`src/rtl/eep_pkg.sv`:
```
package eep_pkg;

    localparam int OP_W   = 2;
    localparam int ADDR_W = 6;
    localparam int WORD_W = 16;
    localparam int MAC_W  = 48;
    localparam int CNT_W  = $clog2(WORD_W + 1);

    localparam logic [OP_W-1:0] OP_READ = 2'b10;

    typedef enum logic [1:0] {
        ST_IDLE = 2'd0,
        ST_OP   = 2'd1,
        ST_ADDR = 2'd2,
        ST_DATA = 2'd3
    } eep_state_t;

    typedef struct packed {
        eep_state_t        st;
        logic [CNT_W-1:0]  cnt;
        logic [OP_W-1:0]   op;
        logic [ADDR_W-1:0] addr;
        logic [WORD_W-1:0] shreg;
        logic              dout;
        logic              err;
    } eep_ctx_t;

    // Byte pair idx of the station address: bytes 2*idx+1 (upper) and 2*idx (lower)
    function automatic logic [WORD_W-1:0] mac_pair(input logic [MAC_W-1:0] mac, input int idx);
        return mac[WORD_W*idx +: WORD_W];
    endfunction

endpackage

```
`src/rtl/eep_sclk_edge.sv`:
```
module eep_sclk_edge (
    input  logic clk,
    input  logic rst,
    input  logic sel_i,
    input  logic sclk_i,
    output logic tick_o
);
    logic sclk_q;

    always_ff @(posedge clk) begin
        if (rst) sclk_q <= 1'b0;
        else     sclk_q <= sclk_i;
    end

    assign tick_o = sel_i & sclk_i & ~sclk_q;
endmodule

```
`src/rtl/eep_word_map.sv`:
```
module eep_word_map
    import eep_pkg::*;
#(
    parameter int MEM_WORDS = 16,
    parameter int WA_B54    = 7,
    parameter int WA_B32    = 8,
    parameter int WA_B10    = 9
) (
    input  logic [MAC_W-1:0]  mac_i,
    input  logic [ADDR_W-1:0] addr_i,
    output logic [WORD_W-1:0] word_o,
    output logic              in_range_o
);
    localparam int NPAIR = MAC_W / WORD_W;
    localparam int PAIR_ADDR [NPAIR] = '{WA_B10, WA_B32, WA_B54};

    logic [WORD_W-1:0] part [NPAIR];

    for (genvar gi = 0; gi < NPAIR; gi++) begin : g_pair
        assign part[gi] = (int'(addr_i) == PAIR_ADDR[gi]) ? mac_pair(mac_i, gi) : '0;
    end

    always_comb begin
        word_o = '0;
        for (int i = 0; i < NPAIR; i++) word_o = word_o | part[i];
    end

    assign in_range_o = int'(addr_i) < MEM_WORDS;
endmodule

```
`src/rtl/eep_seq.sv`:
```
module eep_seq
    import eep_pkg::*;
(
    input  logic              clk,
    input  logic              rst,
    input  logic              sel_i,
    input  logic              din_i,
    input  logic              tick_i,
    input  logic [WORD_W-1:0] word_i,
    input  logic              in_range_i,
    output logic [ADDR_W-1:0] addr_probe_o,
    output eep_state_t        state_o,
    output logic              dout_o,
    output logic              err_o
);
    eep_ctx_t cur, nxt;
    logic [OP_W-1:0] op_shift;

    assign op_shift     = {cur.op[OP_W-2:0], din_i};
    assign addr_probe_o = {cur.addr[ADDR_W-2:0], din_i};

    always_comb begin
        nxt = cur;
        if (!sel_i) begin
            nxt.st  = ST_IDLE;
            nxt.cnt = '0;
        end else if (tick_i) begin
            unique case (cur.st)
                ST_IDLE: begin
                    if (din_i) begin
                        nxt.st  = ST_OP;
                        nxt.cnt = CNT_W'(OP_W);
                        nxt.op  = '0;
                    end
                end
                ST_OP: begin
                    nxt.op  = op_shift;
                    nxt.cnt = cur.cnt - 1'b1;
                    if (cur.cnt == CNT_W'(1)) begin
                        if (op_shift == OP_READ) begin
                            nxt.st   = ST_ADDR;
                            nxt.cnt  = CNT_W'(ADDR_W);
                            nxt.addr = '0;
                        end else begin
                            nxt.st  = ST_IDLE;
                            nxt.err = 1'b1;
                        end
                    end
                end
                ST_ADDR: begin
                    nxt.addr = addr_probe_o;
                    nxt.cnt  = cur.cnt - 1'b1;
                    if (cur.cnt == CNT_W'(1)) begin
                        if (in_range_i) begin
                            nxt.st    = ST_DATA;
                            nxt.cnt   = CNT_W'(WORD_W);
                            nxt.shreg = word_i;
                        end else begin
                            nxt.st  = ST_IDLE;
                            nxt.err = 1'b1;
                        end
                    end
                end
                ST_DATA: begin
                    nxt.dout  = cur.shreg[WORD_W-1];
                    nxt.shreg = {cur.shreg[WORD_W-2:0], 1'b0};
                    nxt.cnt   = cur.cnt - 1'b1;
                    if (cur.cnt == CNT_W'(1)) nxt.st = ST_IDLE;
                end
                default: nxt.st = ST_IDLE;
            endcase
        end
    end

    always_ff @(posedge clk) begin
        if (rst) cur <= '0;
        else     cur <= nxt;
    end

    assign state_o = cur.st;
    assign dout_o  = cur.dout;
    assign err_o   = cur.err;
endmodule

```
`src/rtl/eep_read_responder.sv`:
```
module eep_read_responder
    import eep_pkg::*;
#(
    parameter int MEM_WORDS = 16,
    parameter int WA_B54    = 7,
    parameter int WA_B32    = 8,
    parameter int WA_B10    = 9
) (
    input  logic             clk,
    input  logic             rst,
    input  logic             sel_i,
    input  logic             sclk_i,
    input  logic             din_i,
    input  logic [MAC_W-1:0] mac_i,
    output logic             dout_o,
    output logic             err_o
);
    logic              tick;
    logic [ADDR_W-1:0] addr_probe;
    logic [WORD_W-1:0] word;
    logic              in_range;
    eep_state_t        cur_state;

    eep_sclk_edge u_edge (
        .clk    (clk),
        .rst    (rst),
        .sel_i  (sel_i),
        .sclk_i (sclk_i),
        .tick_o (tick)
    );

    eep_word_map #(
        .MEM_WORDS (MEM_WORDS),
        .WA_B54    (WA_B54),
        .WA_B32    (WA_B32),
        .WA_B10    (WA_B10)
    ) u_map (
        .mac_i      (mac_i),
        .addr_i     (addr_probe),
        .word_o     (word),
        .in_range_o (in_range)
    );

    eep_seq u_seq (
        .clk          (clk),
        .rst          (rst),
        .sel_i        (sel_i),
        .din_i        (din_i),
        .tick_i       (tick),
        .word_i       (word),
        .in_range_i   (in_range),
        .addr_probe_o (addr_probe),
        .state_o      (cur_state),
        .dout_o       (dout_o),
        .err_o        (err_o)
    );
endmodule

```
`config.mk`:
```
export PLATFORM = sky130hd
export DESIGN_NAME = eep_read_responder
export DESIGN_NICKNAME = d
export VERILOG_FILES = /design/src/rtl/eep_pkg.sv /design/src/rtl/eep_sclk_edge.sv /design/src/rtl/eep_word_map.sv /design/src/rtl/eep_seq.sv /design/src/rtl/eep_read_responder.sv
export SDC_FILE = /design/constraint.sdc
export NUM_CORES = 1
export LEC_CHECK = 0
export BUFFER_PORTS_ARGS = -buffer_cell sky130_fd_sc_hd__buf_2
export CAP_MARGIN = 20
export CORE_AREA = 2 2 87 89
export CTS_BUF_LIST = sky130_fd_sc_hd__clkbuf_16
export DETAILED_ROUTE_END_ITERATION = 6
export DIE_AREA = 0 0 89 91
export SETUP_SLACK_MARGIN = 0.4
export SYNTH_ARGS = -nofsm -noshare
export SYNTH_HDL_FRONTEND = slang
export SYNTH_HIERARCHICAL = 1
export SYNTH_SLANG_ARGS = --single-unit
```
`constraint.sdc`:
```
create_clock -name clk -period 2.5 [get_ports clk]
set_clock_uncertainty 0.05 [all_clocks]
set_input_delay 0.5 -clock clk [delete_from_list [all_inputs] [get_ports clk]]
set_output_delay 0.5 -clock clk [all_outputs]
set_load 0.005 [all_outputs]
```
After elaboration in Yosys (flattened, before gate mapping)
Cells that the tools add are included.
{"block": "totals", "reg_bits": 32, "inputBits": 53, "elab_cells": 68}
{"block": "op_classes", "n_addsub": 1, "magnitude_cmp": 1, "n_eq_ne": 16, "mux": 24, "bitwise_logic": 6, "n_reduce_logical": 12}
{"op": "$mux 16", "n": 5}
{"op": "$or 16x16->16", "n": 2}
{"op": "$pmux 16 s2", "n": 1}
{"op": "$pmux 7 s4", "n": 1}
{"op": "$mux 5", "n": 4}
{"op": "$reduce_and 5->1", "n": 3}
{"op": "$mux 7", "n": 2}
{"op": "$eq 6x5->1 const B", "n": 2}
{"op": "$pmux 5 s2", "n": 1}
{"op": "$mux 9", "n": 1}
{"op": "$ne 2x1->1 const B", "n": 4}
{"op": "$ne 2x2->1 const B", "n": 4}
{"op": "$reduce_and 7->1", "n": 1}
{"op": "$eq 2x2->1 const B", "n": 3}
{"op": "$eq 6x4->1 const B", "n": 1}
{"op": "$lt 6x5->1 const B", "n": 1}
{"op": "$mux 2", "n": 3}
{"op": "$reduce_bool 2->1", "n": 3}
{"op": "$eq 5x1->1 const B", "n": 1}
{"op": "$sub 5x1->5 const B", "n": 1}
{"op": "$mux 1", "n": 4}
{"op": "$pmux 1 s2", "n": 2}
{"op": "$reduce_and 4->1", "n": 1}
{"op": "$reduce_and 3->1", "n": 1}
{"op": "6 further kinds", "n": 8}

Depth between registers and ports, before layout
Gate-level depths: netlist of run 1.
{"block": "depth", "ltp_word": 7, "depth_mapped": 8, "depth_no_buf": 6}

Hierarchy
Netlist of run 1, hierarchy kept.
{"module": "eep_seq", "instances": 1, "cells_per_inst": 204, "area_per_inst_um2": 1680.4, "seq_area_each_um2": 620.6}
{"module": "eep_word_map", "instances": 1, "cells_per_inst": 41, "area_per_inst_um2": 385.4, "seq_area_each_um2": 0.0}
{"module": "eep_sclk_edge", "instances": 1, "cells_per_inst": 3, "area_per_inst_um2": 35.0, "seq_area_each_um2": 20.0}

Least setup slack after synthesis of run 1
No wires, ideal clock.
{"block": "synth_path", "path_type": "input -> register", "startpoint": "input sclk_i", "endpoint": "register u_seq/cur[10] in the netlist's numbering", "setup_ns": 0.091, "arrival_time_ns": 1.674, "setup_slack_ns": 0.685, "cell_stages": 8, "cell_sequence": "and3b_1 > buf_6 > and3_1 > clkbuf_1 > and2_1 > buf_6 > buf_8 > a311oi_1"}
{"block": "synth_via", "elab_chain_len": 3}
{"element": "start: declaration", "line": "eep_read_responder.sv:12", "text": "input logic sclk_i,"}
{"element": "$and 1x1->1 (2 in a row)", "line": "eep_sclk_edge.sv:15", "text": "assign tick_o = sel_i & sclk_i & ~sclk_q;"}
{"element": "$reduce_and 5->1 (no line)"}
{"element": "end signal: assignment", "line": "eep_seq.sv:77", "text": "else cur <= nxt;"}
{"element": "end: declaration", "line": "eep_seq.sv:16", "text": "eep_ctx_t cur, nxt;"}
No other way between the ends.
A chain may end at the register's enable or synchronous reset.

Worst setup path after layout of run 1
{"block": "layout_path", "startpoint": "register u_seq/cur[26] in the netlist's numbering", "endpoint": "register u_seq/cur[28] in the netlist's numbering"}
{"block": "layout_via", "elab_chain_len": 4}
{"element": "$sub 5x1->5", "line": "eep_seq.sv:38, eep_seq.sv:52, eep_seq.sv:67"}
{"element": "$mux 5 (on tied branches)", "line": "eep_seq.sv:54, eep_seq.sv:40"}
{"element": "$mux 7 (on tied branches)", "line": "eep_seq.sv:53, eep_seq.sv:39"}
{"element": "$pmux 7 s4 *", "line": "eep_seq.sv:28", "text": "unique case (cur.st)"}
Every way passes the cells marked *; elsewhere a longest branch is shown, timed or not. The select of a mux whose other input is x is not followed.

==> impl_metrics.yaml, run 1 <==
run_status:
  outcome: "completed"
clock_network:
  cts-htree-levels: 2
  clock_latency_ps: 280
  cts_setup_buffers: 0
  cts_tree: "yes"
  cts_hold_buf: 0
  cts_buffer_depth: 2
  clock-sinks: 32
  root_buffer: "clkbuf_16"
  clk_pin_slew_ps: 50
  cts-resized-gates: 0
  numCtsBuffers: 5
pwr:
  leakage_uw: 0.000912
  ir_drop_mv: 0.220
  power.density_nw_per_um2: 487
  p_int_uw: 930
  p_clk_share_pct: 49.6
  power_uw: 1220
  comb_power_share_pct: 8.2
  pwr-share-seq_pct: 42.2
  p_sw_uw: 289
  swShare_pct: 23.7
setup_path:
  slowest_stage: "dfxtp_1"
  cp.required_ps: 2620
  cp_data_arrival_time_ps: 1970
  end_kind: "flop"
  cp-start-kind: "flop"
  critPathMostFrequentCell: "a22o_1"
  critPathKind: "reg2reg"
  slowest_delay_ps: 370
  r2r_start: "u_seq/cur[26]"
  cp_cell_sequence: "ha_1, nor4b_4, buf_4, a21boi_1, a22o_1, a22o_1"
  crit_start: "u_seq/cur[26]"
  cp_max_fo: 9
synthesis:
  syn_area_um2: 2090
  ys_warn_count: 6
  syn_avg_cell_area_um2: 8.48
  synthCells: 246
  synth_fp_nets: 301
global_route:
  track_usage_pct: 14.3
  grt_pass1_wl_mm: 9.31
  grt_max_degree: 31
  grt_pass1_vias: 1967
  overflow: 0
  antenna_found_initial: 0
final_layout:
  antenna_cells: 0
  drive_gt1_share_pct: 26.6
  final_cell_mix: "buf_2 (54), dfxtp_1 (32), nand2_1 (27)"
  finalNonFillerCells: 389
  layout_commonest_cell: "buf_2"
  layout-area-overhead-vs-synth_pct: 20.0
  final_cell_area_um2: 2500
  fin_nets: 344
floorplan:
  coreArea_um2: 7140
  rows: 31
  dieArea_um2: 8100
  fp.dieW_um: 89
  start_util_pct: 29.2
  ios: 55
  die_height_um: 91
sta:
  setup_slack_ps: 650
  finalMaxSlewViolations: 0
  setup_tns_ps: 0
  tightest_slew_ps: 672
  rsz0062_at_grt: "no"
  post-route-period-util_pct: 74.0
  max_freq_mhz: 541
  fin_crit_ps: 1850
  setup_viol: 0
  max-slew-margin-rel_pct: 55.2
  hold_viol_final: 0
detailed_routing:
  via_per_inst: 5.06
  drc: 0
  ant_nets: 0
  num_vias: 1969
  initialDrtViolationCount: 97
  dr.pass1.iters: 4
  wl_mm: 5.30
  post_drt_wl_per_cell_um: 13.6
place:
  placedInstanceArea_um2: 2360
  placed_cells: 381
  gp_congestion: 0.816
  dp_slack_ps: 486
  port_buffers: 54
  hpwlAfterDp_mm: 3.71
flow_run:
  maxCapViolations: 0
hold_path:
  hp-start: "sclk_i"
  hold_class: "in2reg"
## path summary, 6_finish.rpt
path                   end  slack (ps)  cells past startpoint
max          u_seq/cur[28]         650                      6
min          u_edge/sclk_q         400                      2
max reg2reg  u_seq/cur[28]         650                      6
min reg2reg  u_seq/cur[24]         430                      2
## registers in the layout, summed over array words and instances, names as in the netlist
name	cells
u_seq/dout_o	1
u_seq/err_o	1
u_seq/cur	22
u_edge/sclk_q	1
u_seq/state_o	2
u_seq/addr_probe_o	5
## stage by stage
| stage | hold WS [ps] | util [%] |
|---|---|---|
| 6_report | 397 | 35.1 |
| 3_5_place_dp | 423 | 33.0 |
| 3_3_place_gp | 410 | 33.0 |
| 4_1_cts | 398 | 35.1 |
| 2_1_floorplan | 392 | - |
| 5_1_grt | 422 | 35.1 |
## final cells by class
type                            instances  area (um^2)
Clock buffer                            5          125
Clock inverter                          3         18.8
Fill cell                             770         4630
Inverter                                2         7.51
Multi-Input combinational cell        185         1250
Sequential cell                        32          641
Tap cell                               99          124
Timing Repair Buffer                   63          338
## critical path: cells and delay by family, from the launching register on
kind	cells	cell delay (ps)
buffers and inverters	1	230
adders and majority gates	1	180
AOI/OAI and AO/OA	3	560
and+or+nand+nor	1	340
DFF	1	370
## power groups by stage
stage / logic (uW) / clock network, uW / registers (uW)
after detailed placement: 101 / 0 / 525
after floorplan: 53.1 / 0 / 523
after global routing: 111 / 645 / 514
after CTS: 101 / 616 / 514
final: 99.8 / 605 / 514
after global placement: 101 / 0 / 525
## metal layers
metal  track usage, %  up-vias  wire length (um)
li1                 -     1003                 -
met1             19.2      894              2480
met2             21.8       66              2380
met3             3.82        6               371
met4             5.35        0                76
met5                0        -                 0
(Power assumes the default switching activity.)
==> run 2, diff against run 1 <==
==> constraint.sdc (replaced) <==
create_clock -name clk -period 1.7 [get_ports clk]
set_clock_uncertainty 0.05 [all_clocks]
set_input_delay 0.34 -clock clk [delete_from_list [all_inputs] [get_ports clk]]
set_output_delay 0.34 -clock clk [all_outputs]
set_load 0.005 [all_outputs]
==> impl_metrics.yaml, run 2 (synthesis results as in run 1) <==
floorplan:
  die_height_um: 91
  fp.dieW_um: 89
  ios: 55
  rows: 31
  coreArea_um2: 7140
  start_util_pct: 29.2
  dieArea_um2: 8100
pwr:
  p_sw_uw: 399
  p_clk_share_pct: 51.7
  comb_power_share_pct: 9.1
  p_int_uw: 1530
  pwr-share-seq_pct: 39.2
  swShare_pct: 20.7
  power.density_nw_per_um2: 655
  ir_drop_mv: 0.369
  leakage_uw: 0.00113
final_layout:
  layout-area-overhead-vs-synth_pct: 41.2
  largest-register: "u_seq/cur"
  final_cell_mix: "buf_2 (54), dfxtp_1 (27), nand2_1 (25)"
  largest_reg_flops: 22
  fin_nets: 364
  fin_util_pct: 41.3
  final_cell_area_um2: 2940
  drive_gt1_share_pct: 43.9
  layout_commonest_cell: "buf_2"
  antenna_cells: 0
clock_network:
  clock_latency_ps: 270
  root_buffer: "clkbuf_16"
  cts_tree: "yes"
  clk_pin_slew_ps: 50
  cts_buffer_depth: 2
  clock-sinks: 32
  numCtsBuffers: 5
  cts_hold_buf: 0
  cts-htree-levels: 2
global_route:
  grt_max_degree: 20
  grt_pass1_wl_mm: 9.31
  track_usage_pct: 14.2
  overflow: 0
  antenna_found_initial: 0
  grt_pass1_vias: 2032
detailed_routing:
  via_per_inst: 5.10
  num_vias: 2084
  post_drt_wl_per_cell_um: 13.8
  dr.pass1.iters: 4
  wl_mm: 5.65
  initialDrtViolationCount: 108
  ant_nets: 0
  drc: 0
place:
  hpwlAfterDp_mm: 3.98
  port_buffers: 54
  gp_congestion: 0.861
  placedInstanceArea_um2: 2590
run_status:
  outcome: "completed"
hold_path:
  hold_class: "in2reg"
setup_path:
  critPathKind: "reg2reg"
  slowest_delay_ps: 390
  cp_num_buf_inv: 0
  cp_max_fo: 4
  slowest_stage: "or3b_1"
  critPathTopFamily: "simple AND/OR/NAND/NOR gates"
  end_kind: "flop"
  cp.required_ps: 1810
  cp_cell_sequence: "ha_4, nor4b_4, a31oi_1, or3b_1, a22o_1"
  cp_data_arrival_time_ps: 1800
  cp-start-kind: "flop"
sta:
  rsz0062_at_grt: "yes"
  max-slew-margin-rel_pct: 69.2
  setup_viol: 0
  finalMaxSlewViolations: 0
  hold_viol_final: 0
  post-route-period-util_pct: 99.2
  fin_crit_ps: 1690
  tightest_slew_ps: 461
  max_freq_mhz: 593
  setup_tns_ps: 0
flow_run:
  maxCapViolations: 0
-- run 2: metrics by stage --
step / cells / setup WS, ps / hold WS (ps) / power, uW
after detailed placement: 396 / 8.73 / 427 / 938
after global placement: 396 / 62.8 / 412 / 936
after CTS: 407 / 29.5 / 251 / 1950
after floorplan: 246 / 70.1 / 362 / 853
final: 409 / 14.4 / 248 / 1930
after global routing: 409 / -31.8 / 276 / 2010
-- run 2: power groups by stage --
stage | Sequential [uW] | Combinational, uW | Clock (uW)
2_1_floorplan | 770 | 83.1 | 0
3_3_place_gp | 772 | 164 | 0
3_5_place_dp | 772 | 167 | 0
4_1_cts | 755 | 173 | 1020
5_1_grt | 755 | 193 | 1060
6_report | 756 | 175 | 997
-- run 2: worst paths after layout --
| check | from | endpoint | slack [ps] | cells after the start |
|---|---|---|---|---|
| worst max-delay path | u_seq/cur[26] | u_seq/cur[28] | 10 | 5 |
| worst min-delay path | sclk_i | u_edge/sclk_q | 250 | 2 |
| worst max register to register | u_seq/cur[26] | u_seq/cur[28] | 10 | 5 |
| worst min register to register | u_seq/cur[2] | u_seq/cur[2] | 430 | 2 |
-- run 2: repair_timing --
| action | 4_1_cts | 5_1_grt |
|---|---|---|
| resized for setup | 20 | 15 |
| gates cloned | 1 | 0 |
| endpoints found under the setup margin | 31 | 31 |
| pin swaps | 16 | 5 |
| buffers inserted | 2 | 2 |
-- run 2: worst reg2reg max path: stages (launching register included) --
cell	delay (ps)
dfxtp_2	370
ha_4	130
nor4b_4	290
a31oi_1	130
or3b_1	390
a22o_1	210
-- run 2: routing by layer --
metal / GRT usage, % / vias to the layer above / share of wire [%]
met3: 3.18 / 4 / 3.6
met5: 0 / - / 0
met2: 22.9 / 52 / 49
li1: - / 1043 / -
met4: 4.10 / 0 / 0.89
met1: 18.8 / 985 / 46
-- run 2: area by class of cell --
cell class                 instances  area (um^2)
multi-input combinational        186         1460
inverter                           2         7.51
tap                               99          124
clock buffer                       5          125
fill                             730         4190
timing repair buffer              82          542
clock inverter                     3         38.8
sequential                        32          647
==> run 3, diff against run 2 <==
--- a/config.mk
+++ b/config.mk
@@ -7,10 +7,12 @@
 export LEC_CHECK = 0
 export BUFFER_PORTS_ARGS = -buffer_cell sky130_fd_sc_hd__buf_2
 export CAP_MARGIN = 20
-export CORE_AREA = 2 2 87 89
+export CORE_AREA = 2 2 70 72
 export CTS_BUF_LIST = sky130_fd_sc_hd__clkbuf_16
+export CTS_CLUSTER_DIAMETER = 30
 export DETAILED_ROUTE_END_ITERATION = 6
-export DIE_AREA = 0 0 89 91
+export DIE_AREA = 0 0 72 74
+export PLACE_DENSITY = 0.74
 export SETUP_SLACK_MARGIN = 0.4
 export SYNTH_ARGS = -nofsm -noshare
 export SYNTH_HDL_FRONTEND = slang
==> impl_metrics.yaml, run 3 (synthesis results as in run 1) <==
hold_path:
  hp-start: "sclk_i"
  hold_class: "in2reg"
  holdPathStages: 2
  min_to: "u_edge/sclk_q"
setup_path:
  cp_data_arrival_time_ps: 1820
  critPathKind: "reg2reg"
  critPathTopFamily: "simple AND/OR/NAND/NOR gates"
  cp.required_ps: 1820
  slowest_stage: "or3b_1"
  cp-start-kind: "flop"
  r2r-end: "u_seq/cur[28]"
  r2r_start: "u_seq/cur[27]"
  r2r_setup_slack_ps: -6
  cp_max_fo: 4
  ff2ff_path_depth: 7
  end_kind: "flop"
  cp_cell_sequence: "inv_2, ha_4, nor4b_4, buf_4, a31oi_1, or3b_1, a22o_1"
  crit_start: "u_seq/cur[27]"
  slowest_delay_ps: 380
  cp_num_buf_inv: 2
sta:
  max-slew-margin-rel_pct: 60.7
  setup_slack_ps: -5.62
  post-route-period-util_pct: 100
  rsz0062_at_grt: "yes"
  worst_hold_slack_ps: 263
  tightest_slew_ps: 588
  hold_viol_final: 0
  setup_viol: 1
  fin_crit_ps: 1710
  max_freq_mhz: 586
  finalMaxSlewViolations: 0
final_layout:
  final_cell_mix: "buf_2 (54), dfxtp_1 (29), nand2_1 (26)"
  antenna_cells: 0
  final_cell_area_um2: 2830
  largest-register: "u_seq/cur"
  layout-area-overhead-vs-synth_pct: 35.9
  layout_commonest_cell: "buf_2"
  largest_reg_flops: 22
  fillers: 369
  fin_nets: 361
  drive_gt1_share_pct: 41.4
detailed_routing:
  initialDrtViolationCount: 129
  num_vias: 2066
  post_drt_wl_per_cell_um: 15.0
  dr.pass1.iters: 4
  wl_mm: 5.41
  via_per_inst: 5.72
  ant_nets: 0
  drc: 0
clock_network:
  clock-sinks: 32
  cts-htree-levels: 2
  clock_latency_ps: 280
  cts_buffer_depth: 2
  cts_tree: "yes"
  cts_hold_buf: 0
  root_buffer: "clkbuf_16"
  clk_pin_slew_ps: 50
  numCtsBuffers: 5
floorplan:
  ios: 55
  rows: 25
  fp.dieW_um: 72
  coreArea_um2: 4600
  dieArea_um2: 5330
  die_height_um: 74
  start_util_pct: 45.4
run_status:
  outcome: "complete, but fails checks"
  violations: "negative setup slack"
global_route:
  grt_pass1_vias: 1987
  antenna_found_initial: 0
  overflow: 0
  track_usage_pct: 21.7
  grt_max_degree: 19
  grt_pass1_wl_mm: 9.01
pwr:
  ir_drop_mv: 0.519
  power.density_nw_per_um2: 622
  power_uw: 1760
  leakage_uw: 0.00108
place:
  placedInstanceArea_um2: 2500
  gp_congestion: 0.831
  dp_slack_ps: -35.0
  hpwlAfterDp_mm: 3.64
  port_buffers: 54
flow_run:
  maxCapViolations: 0
-- run 3: final cells by class --
| cell class | instances | area [um^2] | area share [%] |
|---|---|---|---|
| clock inverters | 3 | 11.3 | 0.397 |
| inverters | 2 | 7.51 | 0.265 |
| multi-input cells | 186 | 1460 | 51.6 |
| repair buffers | 79 | 515 | 18.2 |
| clock buffers | 5 | 125 | 4.42 |
| flip-flops and latches | 32 | 644 | 22.7 |
| well taps | 54 | 67.6 | 2.38 |
-- run 3: what timing repair did --
action                                  in CTS  in global routing
endpoints found under the setup margin      31                 31
hold endpoints to repair                     0                  0
pin swaps                                    6                 13
cloned                                       1                  0
setup buffers                                5                  0
resized for setup                           10                 17
-- run 3: power by group --
group / total, uW / internal [uW] / switching [uW] / leakage [uW]
Clock: 833 / 525 / 308 / 0.0000738
Combinational: 174 / 92.4 / 81.7 / 0.000750
Sequential: 757 / 754 / 3.20 / 0.000259
Total: 1760 / 1370 / 392 / 0.00108
-- run 3: worst max path at each step --
stage                     cells past startpoint             to
final                                         7  u_seq/cur[28]
after global routing                          7  u_seq/cur[28]
after floorplan                               8  u_seq/cur[10]
after detailed placement                      6   u_seq/cur[2]
after global placement                        6  u_seq/cur[28]
after CTS                                     7  u_seq/cur[28]
-- run 3: per-layer routing --
layer  routed length (um)  share of wire [%]  GRT usage, %  up-vias
met5                    0                  0             0        -
met4                   94                1.7          6.92        0
met3                  240                4.4          4.74        7
met2                 2700                 50          38.0       63
met1                 2370                 44          26.7      955
li1                     -                  -             -     1041
-- run 3: stage by stage --
stage | utilization, % | cells | setup TNS (ps)
global route | 61.6 | 361 | -106
detailed placement | 54.4 | 347 | -77.4
finish | 61.6 | 361 | -5.62
global placement | 54.4 | 347 | -22.2
floorplan | - | 246 | 0
CTS | 59.7 | 361 | 0
